==> config.mk <==
export PLATFORM = sky130hd
export DESIGN_NAME = adc_par_host
export DESIGN_NICKNAME = d
export VERILOG_FILES = /design/src/rtl/adc_host_pkg.sv /design/src/rtl/adc_bus_access.sv /design/src/rtl/adc_busy_timer.sv /design/src/rtl/adc_result_pack.sv /design/src/rtl/adc_par_host.sv
export SDC_FILE = /design/constraint.sdc
export NUM_CORES = 1
export LEC_CHECK = 0
export ABC_AREA = 1
export BUFFER_PORTS_ARGS = -buffer_cell sky130_fd_sc_hd__buf_4
export CAP_MARGIN = 20
export CORE_ASPECT_RATIO = 0.8
export CORE_UTILIZATION = 62
export DETAILED_ROUTE_END_ITERATION = 8
export PLACE_DENSITY = 0.95
export SYNTH_ARGS = -nofsm -noshare
export SYNTH_HDL_FRONTEND = slang
export SYNTH_HIERARCHICAL = 1
export SYNTH_SLANG_ARGS = --single-unit
==> constraint.sdc <==
create_clock -name clk_i -period 4 [get_ports clk_i]
set_clock_uncertainty 0.15 [all_clocks]
set_input_delay 0.2 -clock clk_i [delete_from_list [all_inputs] [get_ports clk_i]]
set_output_delay 0.2 -clock clk_i [all_outputs]
set_load 0.01 [all_outputs]
==> src/rtl/adc_host_pkg.sv <==
package adc_host_pkg;
  localparam int unsigned DATA_W = 12;
  localparam int unsigned CHAN_W = 2;
  localparam int unsigned BYTE_W = 8;
  localparam int unsigned NIB_W  = DATA_W - BYTE_W;

  typedef enum logic [3:0] {
    ST_IDLE, ST_CONV, ST_WAIT, ST_RD_LO, ST_RD_HI, ST_RD_WORD,
    ST_DONE, ST_WR_LO, ST_WR_HI, ST_WR_WORD
  } host_st_e;

  typedef enum logic [1:0] {AC_IDLE, AC_ACT, AC_REC} acc_st_e;
endpackage

==> src/rtl/adc_bus_access.sv <==
module adc_bus_access
  import adc_host_pkg::*;
#(
  parameter int unsigned WAIT_CYC = 3,
  parameter int unsigned DW       = DATA_W
) (
  input  logic          clk_i,
  input  logic          rst_ni,
  input  logic          req_i,
  input  logic          is_rd_i,
  input  logic          hben_i,
  input  logic [DW-1:0] wdata_i,
  input  logic [DW-1:0] db_i,
  output logic          cs_no,
  output logic          rd_no,
  output logic          wr_no,
  output logic          hben_o,
  output logic [DW-1:0] db_o,
  output logic          db_oe_o,
  output logic [DW-1:0] rdata_o,
  output logic          done_o
);
  localparam int unsigned CNT_W = $clog2(WAIT_CYC + 1);
  localparam logic [CNT_W-1:0] LAST = CNT_W'(WAIT_CYC - 1);

  acc_st_e          st_q;
  logic [CNT_W-1:0] cnt_q;

  always_ff @(posedge clk_i or negedge rst_ni) begin
    if (!rst_ni) begin
      st_q    <= AC_IDLE;
      cnt_q   <= '0;
      cs_no   <= 1'b1;
      rd_no   <= 1'b1;
      wr_no   <= 1'b1;
      hben_o  <= 1'b0;
      db_o    <= '0;
      db_oe_o <= 1'b0;
      rdata_o <= '0;
    end else begin
      unique case (st_q)
        AC_IDLE: if (req_i) begin
          st_q    <= AC_ACT;
          cnt_q   <= '0;
          cs_no   <= 1'b0;
          rd_no   <= !is_rd_i;
          wr_no   <= is_rd_i;
          hben_o  <= hben_i;
          db_o    <= is_rd_i ? '0 : wdata_i;
          db_oe_o <= !is_rd_i;
        end
        AC_ACT: begin
          if (cnt_q == LAST) begin
            if (!rd_no) rdata_o <= db_i;
            cs_no <= 1'b1;
            rd_no <= 1'b1;
            wr_no <= 1'b1;
            st_q  <= AC_REC;
          end else begin
            cnt_q <= cnt_q + 1'b1;
          end
        end
        default: begin
          db_oe_o <= 1'b0;
          db_o    <= '0;
          hben_o  <= 1'b0;
          st_q    <= AC_IDLE;
        end
      endcase
    end
  end

  assign done_o = (st_q == AC_REC);


  rd_wr_excl_chk: assert property (@(posedge clk_i) disable iff (!rst_ni)
    !(!rd_no && !wr_no));

  strobe_in_cs_chk: assert property (@(posedge clk_i) disable iff (!rst_ni)
    (!rd_no || !wr_no) |-> !cs_no);

  release_gap_chk: assert property (@(posedge clk_i) disable iff (!rst_ni)
    done_o |-> (cs_no && rd_no && wr_no));
endmodule

==> src/rtl/adc_busy_timer.sv <==
module adc_busy_timer #(
  parameter int unsigned TO_W = 8
) (
  input  logic            clk_i,
  input  logic            rst_ni,
  input  logic            run_i,
  input  logic            busy_i,
  input  logic [TO_W-1:0] limit_i,
  output logic            fell_o,
  output logic            expired_o
);
  logic [TO_W-1:0] cnt_q;
  logic            seen_q;

  always_ff @(posedge clk_i or negedge rst_ni) begin
    if (!rst_ni) begin
      cnt_q  <= '0;
      seen_q <= 1'b0;
    end else if (!run_i) begin
      cnt_q  <= '0;
      seen_q <= 1'b0;
    end else begin
      if (cnt_q != '1) cnt_q <= cnt_q + 1'b1;
      if (busy_i) seen_q <= 1'b1;
    end
  end

  assign fell_o    = run_i && seen_q && !busy_i;
  assign expired_o = run_i && (cnt_q >= limit_i);
endmodule

==> src/rtl/adc_result_pack.sv <==
module adc_result_pack
  import adc_host_pkg::*;
(
  input  logic              word_mode_i,
  input  logic [DATA_W-1:0] word_i,
  input  logic [BYTE_W-1:0] lo_i,
  input  logic [NIB_W-1:0]  hi_nib_i,
  input  logic [CHAN_W-1:0] id_i,
  output logic [DATA_W-1:0] sample_o,
  output logic [CHAN_W-1:0] chan_o
);
  always_comb begin
    if (word_mode_i) begin
      sample_o = word_i;
      chan_o   = '0;
    end else begin
      sample_o = {hi_nib_i, lo_i};
      chan_o   = id_i;
    end
  end
endmodule

==> src/rtl/adc_par_host.sv <==
module adc_par_host
  import adc_host_pkg::*;
#(
  parameter int unsigned RD_WAIT  = 3,
  parameter int unsigned CONV_LOW = 2,
  parameter int unsigned TO_W     = 8
) (
  input  logic              clk_i,
  input  logic              rst_ni,
  input  logic              word_mode_i,
  input  logic              conv_req_i,
  input  logic              cfg_req_i,
  input  logic [DATA_W-1:0] cfg_data_i,
  input  logic [TO_W-1:0]   timeout_i,
  output logic              ready_o,
  output logic [DATA_W-1:0] sample_o,
  output logic [CHAN_W-1:0] chan_o,
  output logic              valid_o,
  output logic              err_o,
  output logic              adc_convst_no,
  output logic              adc_cs_no,
  output logic              adc_rd_no,
  output logic              adc_wr_no,
  output logic              adc_hben_o,
  output logic [DATA_W-1:0] adc_db_o,
  output logic              adc_db_oe_o,
  input  logic              adc_busy_i,
  input  logic [DATA_W-1:0] adc_db_i
);
  localparam int unsigned CV_W = $clog2(CONV_LOW + 1);
  localparam logic [CV_W-1:0] CV_LAST = CV_W'(CONV_LOW - 1);
  localparam int unsigned ID_LO = NIB_W;

  host_st_e          st_q;
  logic [CV_W-1:0]   cv_cnt_q;
  logic              mode_q;
  logic [DATA_W-1:0] cfg_q;
  logic [DATA_W-1:0] word_q;
  logic [BYTE_W-1:0] lo_q;
  logic [NIB_W+CHAN_W-1:0] hi_q;

  logic              acc_req, acc_rd, acc_hben, acc_done;
  logic [DATA_W-1:0] acc_wdata, acc_rdata;
  logic              tmr_fell, tmr_exp, tmr_run;
  logic [DATA_W-1:0] pk_sample;
  logic [CHAN_W-1:0] pk_chan;

  always_comb begin
    acc_req  = 1'b0;
    acc_rd   = 1'b0;
    acc_hben = 1'b0;
    unique case (st_q)
      ST_RD_LO:   begin acc_req = 1'b1; acc_rd = 1'b1; end
      ST_RD_HI:   begin acc_req = 1'b1; acc_rd = 1'b1; acc_hben = 1'b1; end
      ST_RD_WORD: begin acc_req = 1'b1; acc_rd = 1'b1; end
      ST_WR_LO:   acc_req = 1'b1;
      ST_WR_HI:   begin acc_req = 1'b1; acc_hben = 1'b1; end
      ST_WR_WORD: acc_req = 1'b1;
      default:    ;
    endcase
  end

  // high write byte carries only the top nibble; upper bits forced low
  always_comb begin
    unique case (st_q)
      ST_WR_LO: acc_wdata = {{NIB_W{1'b0}}, cfg_q[BYTE_W-1:0]};
      ST_WR_HI: acc_wdata = {{BYTE_W{1'b0}}, cfg_q[DATA_W-1:BYTE_W]};
      default:  acc_wdata = cfg_q;
    endcase
  end

  assign tmr_run = (st_q == ST_CONV) || (st_q == ST_WAIT);

  adc_bus_access #(.WAIT_CYC(RD_WAIT), .DW(DATA_W)) u_acc (
    .clk_i   (clk_i),
    .rst_ni  (rst_ni),
    .req_i   (acc_req),
    .is_rd_i (acc_rd),
    .hben_i  (acc_hben),
    .wdata_i (acc_wdata),
    .db_i    (adc_db_i),
    .cs_no   (adc_cs_no),
    .rd_no   (adc_rd_no),
    .wr_no   (adc_wr_no),
    .hben_o  (adc_hben_o),
    .db_o    (adc_db_o),
    .db_oe_o (adc_db_oe_o),
    .rdata_o (acc_rdata),
    .done_o  (acc_done)
  );

  adc_busy_timer #(.TO_W(TO_W)) u_tmr (
    .clk_i     (clk_i),
    .rst_ni    (rst_ni),
    .run_i     (tmr_run),
    .busy_i    (adc_busy_i),
    .limit_i   (timeout_i),
    .fell_o    (tmr_fell),
    .expired_o (tmr_exp)
  );

  adc_result_pack u_pack (
    .word_mode_i (mode_q),
    .word_i      (word_q),
    .lo_i        (lo_q),
    .hi_nib_i    (hi_q[NIB_W-1:0]),
    .id_i        (hi_q[ID_LO+CHAN_W-1:ID_LO]),
    .sample_o    (pk_sample),
    .chan_o      (pk_chan)
  );

  always_ff @(posedge clk_i or negedge rst_ni) begin
    if (!rst_ni) begin
      st_q          <= ST_IDLE;
      cv_cnt_q      <= '0;
      mode_q        <= 1'b0;
      cfg_q         <= '0;
      word_q        <= '0;
      lo_q          <= '0;
      hi_q          <= '0;
      adc_convst_no <= 1'b1;
      sample_o      <= '0;
      chan_o        <= '0;
      valid_o       <= 1'b0;
      err_o         <= 1'b0;
    end else begin
      valid_o <= 1'b0;
      err_o   <= 1'b0;
      unique case (st_q)
        ST_IDLE: begin
          if (conv_req_i) begin
            mode_q        <= word_mode_i;
            cv_cnt_q      <= '0;
            adc_convst_no <= 1'b0;
            st_q          <= ST_CONV;
          end else if (cfg_req_i) begin
            mode_q <= word_mode_i;
            cfg_q  <= cfg_data_i;
            st_q   <= word_mode_i ? ST_WR_WORD : ST_WR_LO;
          end
        end
        ST_CONV: begin
          if (tmr_exp) begin
            adc_convst_no <= 1'b1;
            err_o         <= 1'b1;
            st_q          <= ST_IDLE;
          end else if (cv_cnt_q == CV_LAST) begin
            adc_convst_no <= 1'b1;
            st_q          <= ST_WAIT;
          end else begin
            cv_cnt_q <= cv_cnt_q + 1'b1;
          end
        end
        ST_WAIT: begin
          if (tmr_fell) begin
            st_q <= mode_q ? ST_RD_WORD : ST_RD_LO;
          end else if (tmr_exp) begin
            err_o <= 1'b1;
            st_q  <= ST_IDLE;
          end
        end
        ST_RD_LO: if (acc_done) begin
          lo_q <= acc_rdata[BYTE_W-1:0];
          st_q <= ST_RD_HI;
        end
        ST_RD_HI: if (acc_done) begin
          hi_q <= acc_rdata[NIB_W+CHAN_W-1:0];
          st_q <= ST_DONE;
        end
        ST_RD_WORD: if (acc_done) begin
          word_q <= acc_rdata;
          st_q   <= ST_DONE;
        end
        ST_DONE: begin
          sample_o <= pk_sample;
          chan_o   <= pk_chan;
          valid_o  <= 1'b1;
          st_q     <= ST_IDLE;
        end
        ST_WR_LO:   if (acc_done) st_q <= ST_WR_HI;
        ST_WR_HI:   if (acc_done) st_q <= ST_IDLE;
        ST_WR_WORD: if (acc_done) st_q <= ST_IDLE;
        default:    st_q <= ST_IDLE;
      endcase
    end
  end

  assign ready_o = (st_q == ST_IDLE);


  conv_no_access_chk: assert property (@(posedge clk_i) disable iff (!rst_ni)
    !adc_convst_no |-> adc_cs_no);

  hi_write_zero_chk: assert property (@(posedge clk_i) disable iff (!rst_ni)
    (!adc_wr_no && adc_hben_o) |-> (adc_db_o[DATA_W-1:NIB_W] == '0));

  write_drive_chk: assert property (@(posedge clk_i) disable iff (!rst_ni)
    !adc_wr_no |-> adc_db_oe_o);

  err_to_idle_chk: assert property (@(posedge clk_i) disable iff (!rst_ni)
    err_o |-> (ready_o && !valid_o && adc_convst_no));

  valid_single_chk: assert property (@(posedge clk_i) disable iff (!rst_ni)
    valid_o |=> !valid_o);

  valid_bus_idle_chk: assert property (@(posedge clk_i) disable iff (!rst_ni)
    valid_o |-> (adc_cs_no && ready_o));
endmodule

# Word level (Yosys, flattened, before mapping)
# Index checks and enable logic that the tools add are counted.
[classes]
n_lt_le_gt_ge = 1
bitwise = 3
n_reduce_logical = 29
mux = 56
addsub = 3
n_eq_ne = 29
[ops]
columns = ["operator", "n"]
rows = [
  ["$pmux W12 S2", 2],
  ["$mux W4", 11],
  ["$mux W12", 3],
  ["$pmux W4 S7", 1],
  ["$mux W1", 18],
  ["$ne A2 B2 Y1 const B", 9],
  ["$eq A4 B3 Y1 const B", 4],
  ["$mux W2", 8],
  ["$mux W8", 2],
  ["$reduce_and A3 Y1", 5],
  ["$pmux W1 S2", 7],
  ["$pmux W2 S2", 3],
  ["$reduce_and A2 Y1", 6],
  ["$add A8 B1 Y8 const B", 1],
  ["$eq A4 B2 Y1 const B", 2],
  ["$eq A4 B4 Y1 const B", 2],
  ["$ge A8 B8 Y1", 1],
  ["$ne A8 B8 Y1 const B", 1],
  ["$reduce_and A7 Y1", 1],
  ["$ne A2 B1 Y1 const B", 3],
  ["$ne A3 B3 Y1 const B", 2],
  ["$reduce_bool A2 Y1", 3],
  ["$reduce_or A2 Y1", 3],
  ["$reduce_or A6 Y1", 1],
  ["other kinds (14)", 22],
]
[word_totals]
out_inout_bits = 35
word_cells = 144
input_bits = 38
regBits = 104

# Depth between registers and ports, before layout
# Gate-level depths: netlist (run 1).
[depth]
depth_word = 6
depth_mapped = 18
mapped_depth_nobuf = 18

# Hierarchy
# The synthesis (run 1) kept the hierarchy.
[modules_own_cells]
columns = ["module", "area_per_inst_um2", "n_inst", "seq_area_each_um2", "cells_per_inst"]
rows = [
  ["adc_par_host", 2831.5, 1, 1552.7, 332],
  ["adc_bus_access", 1401.3, 1, 829.5, 155],
  ["adc_busy_timer", 704.4, 1, 225.2, 92],
  ["adc_result_pack", 172.7, 1, 0.0, 43],
]

# Least setup slack after synthesis (run 1)
# OpenSTA, ideal clock, no wires.
[synth_timing]
kind = "reg2reg"
from = "register st_q[0] (netlist name)"
to = "register st_q[1] (netlist name)"
arrival_ps = 2025
stages_incl_launch_ff = 15
n_path_buf = 2
period_less_slack_ps = 2292
required_time_ps = 3733
path_slack_ps = 1708
cell_sequence = "dfrtp_1 buf_2 inv_1 nand2_1 a21oi_1 buf_4 nand2_1 nor2_1 nor2_1 nand3_1 nand2_1 nor2_1 nand2_2 nand2_1 nand2_1"

==> impl_metrics.toml, run 1 <==
[sta]
final-hold-violation-count = 0
crit_path_time_final_ns = 2.426
setup_violations = 0
timing_worst_slew_pin_value_ns = 0.9071
achievable-frequency_ghz = 0.4121
grt_setup_unrepaired = "false"
drv_slew = 0
max_slew_margin = 0.3933
final_min_period_over_clock_period = 0.6066
setup-tns-final_ns = 0

[setup_path]
r2r_start = "st_q[0]"
cp_slowest_cell = "sky130_fd_sc_hd__dfrtp_1"
worst-r2r-setup-slack_ns = 1.57
crit_arrival_ns = 2.54
worstPathCellList = "inv_1 > nand2_1 > a21oi_1 > buf_4 > nand2_1 > nor2_1 > nor2_1 > nand3_1 > nand2_1 > nor2_1 > nand2_2 > nand2_1 > nand2_1"
r2r-end = "st_q[0]"
startpoint_type = "flip-flop"
timing.critical_path.to_type = "flip-flop"
worstRegToRegCells = 13
timing_worst_setup_path_type = "reg -> reg"
cp_slowest_stage_delay_ns = 0.53
worst_ep_required_time_ns = 4.11
worstPathMaxFanout = 12
critPathMostFrequentCell = "sky130_fd_sc_hd__nand2_1"

[detailed_routing]
drt-pass1-iter-count = 5
initialDrtViolationCount = 414
per_cell_routed_wire_length_um = 14.16
drt-total-wl_um = 11800
remaining_number_of_nets_flagged_by_the_antenna_check_after_routing = 0
route.vias.total = 4518
drc_errors = 0
avgViaCountPerCell = 5.424

[worst_hold_path]
hold_path_startpoint = "cfg_req_i"
holdPathEnd = "mode_q"
worst_hold_path_type = "in -> reg"
timing.hold.worst_path_depth = 4

[logic_synthesis]
synth_top_area_frac = 0.4897
synth_area_per_cell_um2 = 8.215
yosys.area.top_type = "sky130_fd_sc_hd__dfrtp_1"
synth_cell_types = 33
synth-warning-count = 6
syn-instance-count = 622
ys_seq_elements = 104
synth.top_cells.by_area = "sky130_fd_sc_hd__dfrtp_1 (49%), sky130_fd_sc_hd__nand2_1 (17%), sky130_fd_sc_hd__inv_1 (4.6%), sky130_fd_sc_hd__nand3_1 (4.0%), sky130_fd_sc_hd__nor2_1 (3.5%)"
synth_top_flop_cell = "sky130_fd_sc_hd__dfrtp_1"
synth-seq-area-share = 0.5103
synth-edff-count = 0
mappedNetlistArea_um2 = 5110
async_reset_ff_frac = 1.000
mappedNetlistNets = 671

[clock_network]
clkLatencyLatePin_ns = 0.37
ctsRootBufferMaster = "sky130_fd_sc_hd__clkbuf_8"
postCtsHoldBufs = 32
post-cts-setup-buffers = 0
clk_transition_reported_paths_ns = 0.10
cts_max_level = 3
clock_sinks = 104
cts_tree = "built"
cts_made_buffers = 9
clock_path_buffers = 2
cts_repair_resize_count = 0

[floorplan]
core_region_area_um2 = 7946
floorplan.die.height_um = 83.20
top_level_port_count = 73
rows = 29
floorplan.initialDensity = 0.6430
die_w_um = 103.5
fp.dieArea_um2 = 8611

[layout]
finish.cell_count_without_fillers = 833
final_net_count = 769
layout_cells_sized_above_1 = 0.1834
syn2layout_area_growth_pct = 20.45
antenna-diode-count = 0

[global_routing]
track_usage = 0.2956
grt_overflow_total = 0
grt_antenna_before_repair = 0
grt_pass1_wl_um = 20420
maximum_number_of_pins_on_one_net_before_global_route_repair = 72
grt_pass1_vias = 4376

[power]
p_leak_uw = 0.003357
max-vdd-ir-drop_mv = 0.4811
power.density_cell_area_nw_per_um2 = 682.6

[place]
detailedPlacementHpwl_um = 7895
port_buffers = 72
dp.cells = 785
place.gp.congestion = 0.8708

[flow_run]
max_cap_viol_count = 0

[outcome]
run_status = "finished clean"
[cell type report]
| type | count | area [µm²] |
|---|---|---|
| clock inverter | 6 | 67.56 |
| tap | 108 | 135.1 |
| clock buffer | 10 | 127.6 |
| timing repair buffer | 106 | 875.8 |
| multi-input combinational | 428 | 2074 |
| inverter | 71 | 266.5 |
| fill | 523 | 1792 |
| sequential | 104 | 2608 |
[per-stage QoR]
| stage | worst slack (ns) | total power (µW) | hold slack (ns) | instance area [µm²] | util |
|---|---|---|---|---|---|
| 6_report | 1.574 | 4201 | 0.1082 | 6155 | 0.7745 |
| 5_1_grt | 1.365 | 4512 | 0.1595 | 6155 | 0.7745 |
| 4_1_cts | 1.601 | 4168 | 0.06361 | 6155 | 0.7745 |
| 3_5_place_dp | 1.617 | 3482 | 0.2208 | 5639 | 0.7097 |
| 3_3_place_gp | 1.759 | 3352 | 0.2070 | 5639 | 0.7097 |
| 2_1_floorplan | 1.708 | 2925 | -0.2456 | 5110 | - |
[Yosys cell counts (2+ instances only)]
library cell,count
sky130_fd_sc_hd__buf_6,8
sky130_fd_sc_hd__inv_1,62
sky130_fd_sc_hd__nor2_1,48
sky130_fd_sc_hd__buf_4,7
sky130_fd_sc_hd__a21oi_2,4
sky130_fd_sc_hd__nand3_2,4
sky130_fd_sc_hd__a21oi_1,16
sky130_fd_sc_hd__dfrtp_1,100
sky130_fd_sc_hd__nor2_4,7
sky130_fd_sc_hd__nand3_1,41
sky130_fd_sc_hd__nand2_1,226
sky130_fd_sc_hd__dfstp_2,4
sky130_fd_sc_hd__ha_1,11
sky130_fd_sc_hd__o21ai_1,4
sky130_fd_sc_hd__inv_2,9
sky130_fd_sc_hd__buf_2,3
sky130_fd_sc_hd__o21ai_0,27
sky130_fd_sc_hd__nor2_2,4
sky130_fd_sc_hd__nand4_1,18
sky130_fd_sc_hd__nand2_2,5
sky130_fd_sc_hd__nand2_4,2
[report_power, final]
part | total, µW | switching [µW] | internal, µW | leakage, µW
combinational | 1780 | 1130 | 648 | 0.00192
sequential | 1760 | 302 | 1460 | 0.00134
clock | 656 | 363 | 293 | 0.0000933
[logic make-up after synthesis]
logic type               count (synthesis)  synth area share
adder cells (fa/ha/maj)                 11           0.02693
AO/OA/AOI/OAI                           56           0.06195
buffers and inverters                   90           0.08374
XOR/XNOR                                 1          0.001714
AND/OR/NAND/NOR                        360            0.3154
flip-flops                             104            0.5103
[flip-flops by register name, indices dropped and copies added, names as in the netlist, 2 cells and up]
name           count
u_acc/cnt_q        2
u_acc/db_o        12
cv_cnt_q           2
lo_q               8
u_tmr/cnt_q        8
chan_o             2
st_q               4
sample_o          12
hi_q               6
u_acc/rdata_o     12
cfg_q             12
u_acc/st_q         2
word_q            12
[worst max-delay path: cells and delay by family, from the launching register on]
kind	cells	cell delay, ns
buffers and inverters	2	0.33
flip-flops	1	0.53
AND/OR/NAND/NOR	10	1.15
AO/OA/AOI/OAI	1	0.17
[routing by layer]
metal | global-route usage | share of wire
met5 | 0 | 0
met4 | 0.1080 | 0.023
met3 | 0.06515 | 0.058
met2 | 0.4826 | 0.49
met1 | 0.3910 | 0.43
[worst max path at each step]
stage | end | cells after the start | from | slack, ns
after floorplan | st_q[1] | 14 | st_q[0] | 1.71
after global placement | st_q[0] | 13 | st_q[0] | 1.76
after detailed placement | st_q[1] | 13 | st_q[0] | 1.62
after CTS | st_q[2] | 13 | st_q[0] | 1.60
after global routing | st_q[0] | 13 | st_q[0] | 1.36
final | st_q[0] | 13 | st_q[0] | 1.57
[layout by cell type (no fill, tap or decap)]
cell type / Yosys / layout
sky130_fd_sc_hd__nor2_4: 7 / 7
sky130_fd_sc_hd__clkinvlp_4: 0 / 2
sky130_fd_sc_hd__bufinv_16: 0 / 1
sky130_fd_sc_hd__clkinv_2: 0 / 1
sky130_fd_sc_hd__nand3b_1: 1 / 1
sky130_fd_sc_hd__nand2_1: 226 / 226
sky130_fd_sc_hd__a21o_1: 1 / 1
sky130_fd_sc_hd__nor2_8: 1 / 1
sky130_fd_sc_hd__o21ai_0: 27 / 27
sky130_fd_sc_hd__nand2_2: 5 / 5
sky130_fd_sc_hd__o21bai_1: 1 / 1
sky130_fd_sc_hd__a21oi_2: 4 / 4
sky130_fd_sc_hd__nand4_1: 18 / 18
sky130_fd_sc_hd__dfrtp_1: 100 / 100
sky130_fd_sc_hd__clkbuf_1: 0 / 1
sky130_fd_sc_hd__nor3_4: 1 / 1
sky130_fd_sc_hd__o21ai_1: 4 / 4
sky130_fd_sc_hd__a21oi_1: 16 / 16
sky130_fd_sc_hd__buf_4: 7 / 74
sky130_fd_sc_hd__nor2_1: 48 / 48
sky130_fd_sc_hd__nor2_2: 4 / 4
sky130_fd_sc_hd__inv_1: 62 / 62
sky130_fd_sc_hd__nand2_4: 2 / 2
sky130_fd_sc_hd__xor2_1: 1 / 1
sky130_fd_sc_hd__nand3_1: 41 / 41
sky130_fd_sc_hd__ha_1: 11 / 11
sky130_fd_sc_hd__o21ai_2: 1 / 1
sky130_fd_sc_hd__nand3_4: 1 / 1
sky130_fd_sc_hd__clkbuf_8: 0 / 9
sky130_fd_sc_hd__inv_6: 0 / 2
sky130_fd_sc_hd__dfstp_2: 4 / 4
sky130_fd_sc_hd__inv_2: 9 / 9
sky130_fd_sc_hd__o211a_1: 1 / 1
sky130_fd_sc_hd__or2_1: 1 / 1
sky130_fd_sc_hd__nand3_2: 4 / 4
sky130_fd_sc_hd__dlygate4sd3_1: 0 / 32
sky130_fd_sc_hd__o31ai_2: 1 / 1
No activity file was read; power rests on OpenSTA's default activity.
==> inputs of run 2 (changes only) <==
--- a/config.mk
+++ b/config.mk
@@ -9,9 +9,9 @@
 export BUFFER_PORTS_ARGS = -buffer_cell sky130_fd_sc_hd__buf_4
 export CAP_MARGIN = 20
 export CORE_ASPECT_RATIO = 0.8
-export CORE_UTILIZATION = 62
+export CORE_UTILIZATION = 57
 export DETAILED_ROUTE_END_ITERATION = 8
-export PLACE_DENSITY = 0.95
+export PLACE_DENSITY = 0.9
 export SYNTH_ARGS = -nofsm -noshare
 export SYNTH_HDL_FRONTEND = slang
 export SYNTH_HIERARCHICAL = 1
==> constraint.sdc (replaced) <==
create_clock -name clk_i -period 2.35 [get_ports clk_i]
set_clock_uncertainty 0.15 [all_clocks]
set_input_delay 0.1175 -clock clk_i [delete_from_list [all_inputs] [get_ports clk_i]]
set_output_delay 0.1175 -clock clk_i [all_outputs]
set_load 0.01 [all_outputs]
==> impl_metrics.toml, run 2 (synthesized netlist as in run 1, its figures left out) <==
[outcome]
run_status = "finished clean"

[setup_path]
cp_slowest_cell = "sky130_fd_sc_hd__dfrtp_1"
startpoint_type = "flip-flop"
timing_worst_setup_path_type = "reg -> reg"
crit_arrival_ns = 2.23
worstPathMaxFanout = 5
cp_slowest_stage_delay_ns = 0.43
critPathMostFrequentCell = "sky130_fd_sc_hd__nand2_1"
timing.critical_path.to_type = "flip-flop"
worst_ep_required_time_ns = 2.47
r2r_start = "u_tmr/cnt_q[6]"
critical_path.startpoint = "u_tmr/cnt_q[6]"
worstPathCellList = "ha_1 > nand2_1 > nor2_2 > nand4_1 > nand3_1 > nand2_1 > inv_2 > inv_1 > nand3_2 > nor2_2 > nor2_4 > nand2_2 > nand2_1 > nand2_1"

[detailed_routing]
initialDrtViolationCount = 275
drc_errors = 0
remaining_number_of_nets_flagged_by_the_antenna_check_after_routing = 0
per_cell_routed_wire_length_um = 13.52
route.vias.total = 4453
avgViaCountPerCell = 5.270
drt-pass1-iter-count = 5
drt-total-wl_um = 11430

[layout]
final_cell_mix = "sky130_fd_sc_hd__nand2_1 (226), sky130_fd_sc_hd__dfrtp_1 (100), sky130_fd_sc_hd__buf_4 (80), sky130_fd_sc_hd__inv_1 (61), sky130_fd_sc_hd__nor2_1 (45)"
layout_cells_sized_above_1 = 0.2005
antenna-diode-count = 0
syn2layout_area_growth_pct = 22.23
finish.cell_count_without_fillers = 845
final_net_count = 777
mostFrequentLayoutCell = "sky130_fd_sc_hd__nand2_1"

[power]
power.density_cell_area_nw_per_um2 = 1145
max-vdd-ir-drop_mv = 0.8913
p_leak_uw = 0.003405
p_total_uw = 7154

[floorplan]
core_region_area_um2 = 8596
floorplan.initialDensity = 0.5945
floorplan.die.height_um = 86.69
rows = 30
fp.dieArea_um2 = 9350
top_level_port_count = 73
die_w_um = 107.9

[global_routing]
grt_antenna_before_repair = 0
grt_overflow_total = 0
maximum_number_of_pins_on_one_net_before_global_route_repair = 65
grt_pass1_wl_um = 19120
grt_pass1_vias = 4157
track_usage = 0.2618

[sta]
final-hold-violation-count = 0
drv_slew = 0
final_min_period_over_clock_period = 0.8982
fin_ws_ns = 0.2393
setup_violations = 0
crit_path_time_final_ns = 2.111
max_slew_margin = 0.6444
achievable-frequency_ghz = 0.4738
timing_worst_slew_pin_value_ns = 0.5334

[clock_network]
ctsRootBufferMaster = "sky130_fd_sc_hd__clkbuf_8"
cts_max_level = 3
clkLatencyLatePin_ns = 0.37
clock_path_buffers = 2
clk_transition_reported_paths_ns = 0.11
clock_sinks = 104
cts_made_buffers = 9
cts_tree = "built"

[place]
place.gp.congestion = 0.8420
dp.cells = 794
port_buffers = 72
detailedPlacementHpwl_um = 7616
detailedPlace.worstSlack_ns = 0.04519

[worst_hold_path]
worst_hold_path_type = "in -> async"

[flow_run]
max_cap_viol_count = 0
[run 2: path summary, 6_finish.rpt]
path / to / slack, ns / cells after the start
max in group asynchronous: u_acc/wr_no / 1.18 / 3
min in group clk_i: cfg_q[0] / 0.14 / 4
max reg2reg: st_q[2] / 0.24 / 14
min reg2reg: adc_convst_no / 0.32 / 2
min: chan_o[0] / 0.10 / 2
max: st_q[2] / 0.24 / 14
[run 2: worst max-delay path, delay by kind of cell, from the launching register on]
kind	cells	cell delay (ns)
buf+inv	2	0.14
simple gates	11	0.99
flops	1	0.43
fa+ha+maj	1	0.30
[run 2: area by class of cell]
cell class                      count  area [µm²]
Sequential cell                   104        2608
Fill cell                         616        2350
Multi-Input combinational cell    428        2096
Timing Repair Buffer              114       950.9
Inverter                           71       266.5
Tap cell                          112       140.1
Clock buffer                        9       123.9
Clock inverter                      7       61.31
[run 2: what timing repair did]
| item | in CTS | in global routing |
|---|---|---|
| resized for setup | 0 | 7 |
| hold buffers | 33 | 0 |
| setup endpoints to repair | 0 | 4 |
| endpoints found under the hold margin | 69 | 0 |
| buffers inserted | 0 | 2 |
[run 2: where the power goes]
part	total (µW)	leakage (µW)	switching [µW]	internal, µW
Clock	1070	0.0000940	659	408
Sequential	2960	0.00134	475	2490
Combinational	3130	0.00197	1950	1170
Total	7150	0.00341	3090	4070
[run 2: metal layers]
layer  track usage  vias to the layer above  wire length (µm)
met3       0.04962                       39               703
met1        0.3500                     2086              4967
li1              -                     2160                 -
met5             0                        -                 0
met4        0.1108                        0               378
met2        0.4219                      168              5377
[run 2: per-stage QoR]
stage | cell area [µm²] | setup TNS (ns) | util | hold WS, ns
final | 6246 | 0 | 0.7266 | 0.1011
after global routing | 6246 | -0.008213 | 0.7266 | 0.1560
after CTS | 6210 | 0 | 0.7224 | 0.1117
after detailed placement | 5694 | 0 | 0.6624 | -0.01511
after global placement | 5694 | 0 | 0.6624 | -0.02742
after floorplan | 5110 | 0 | - | -0.3281
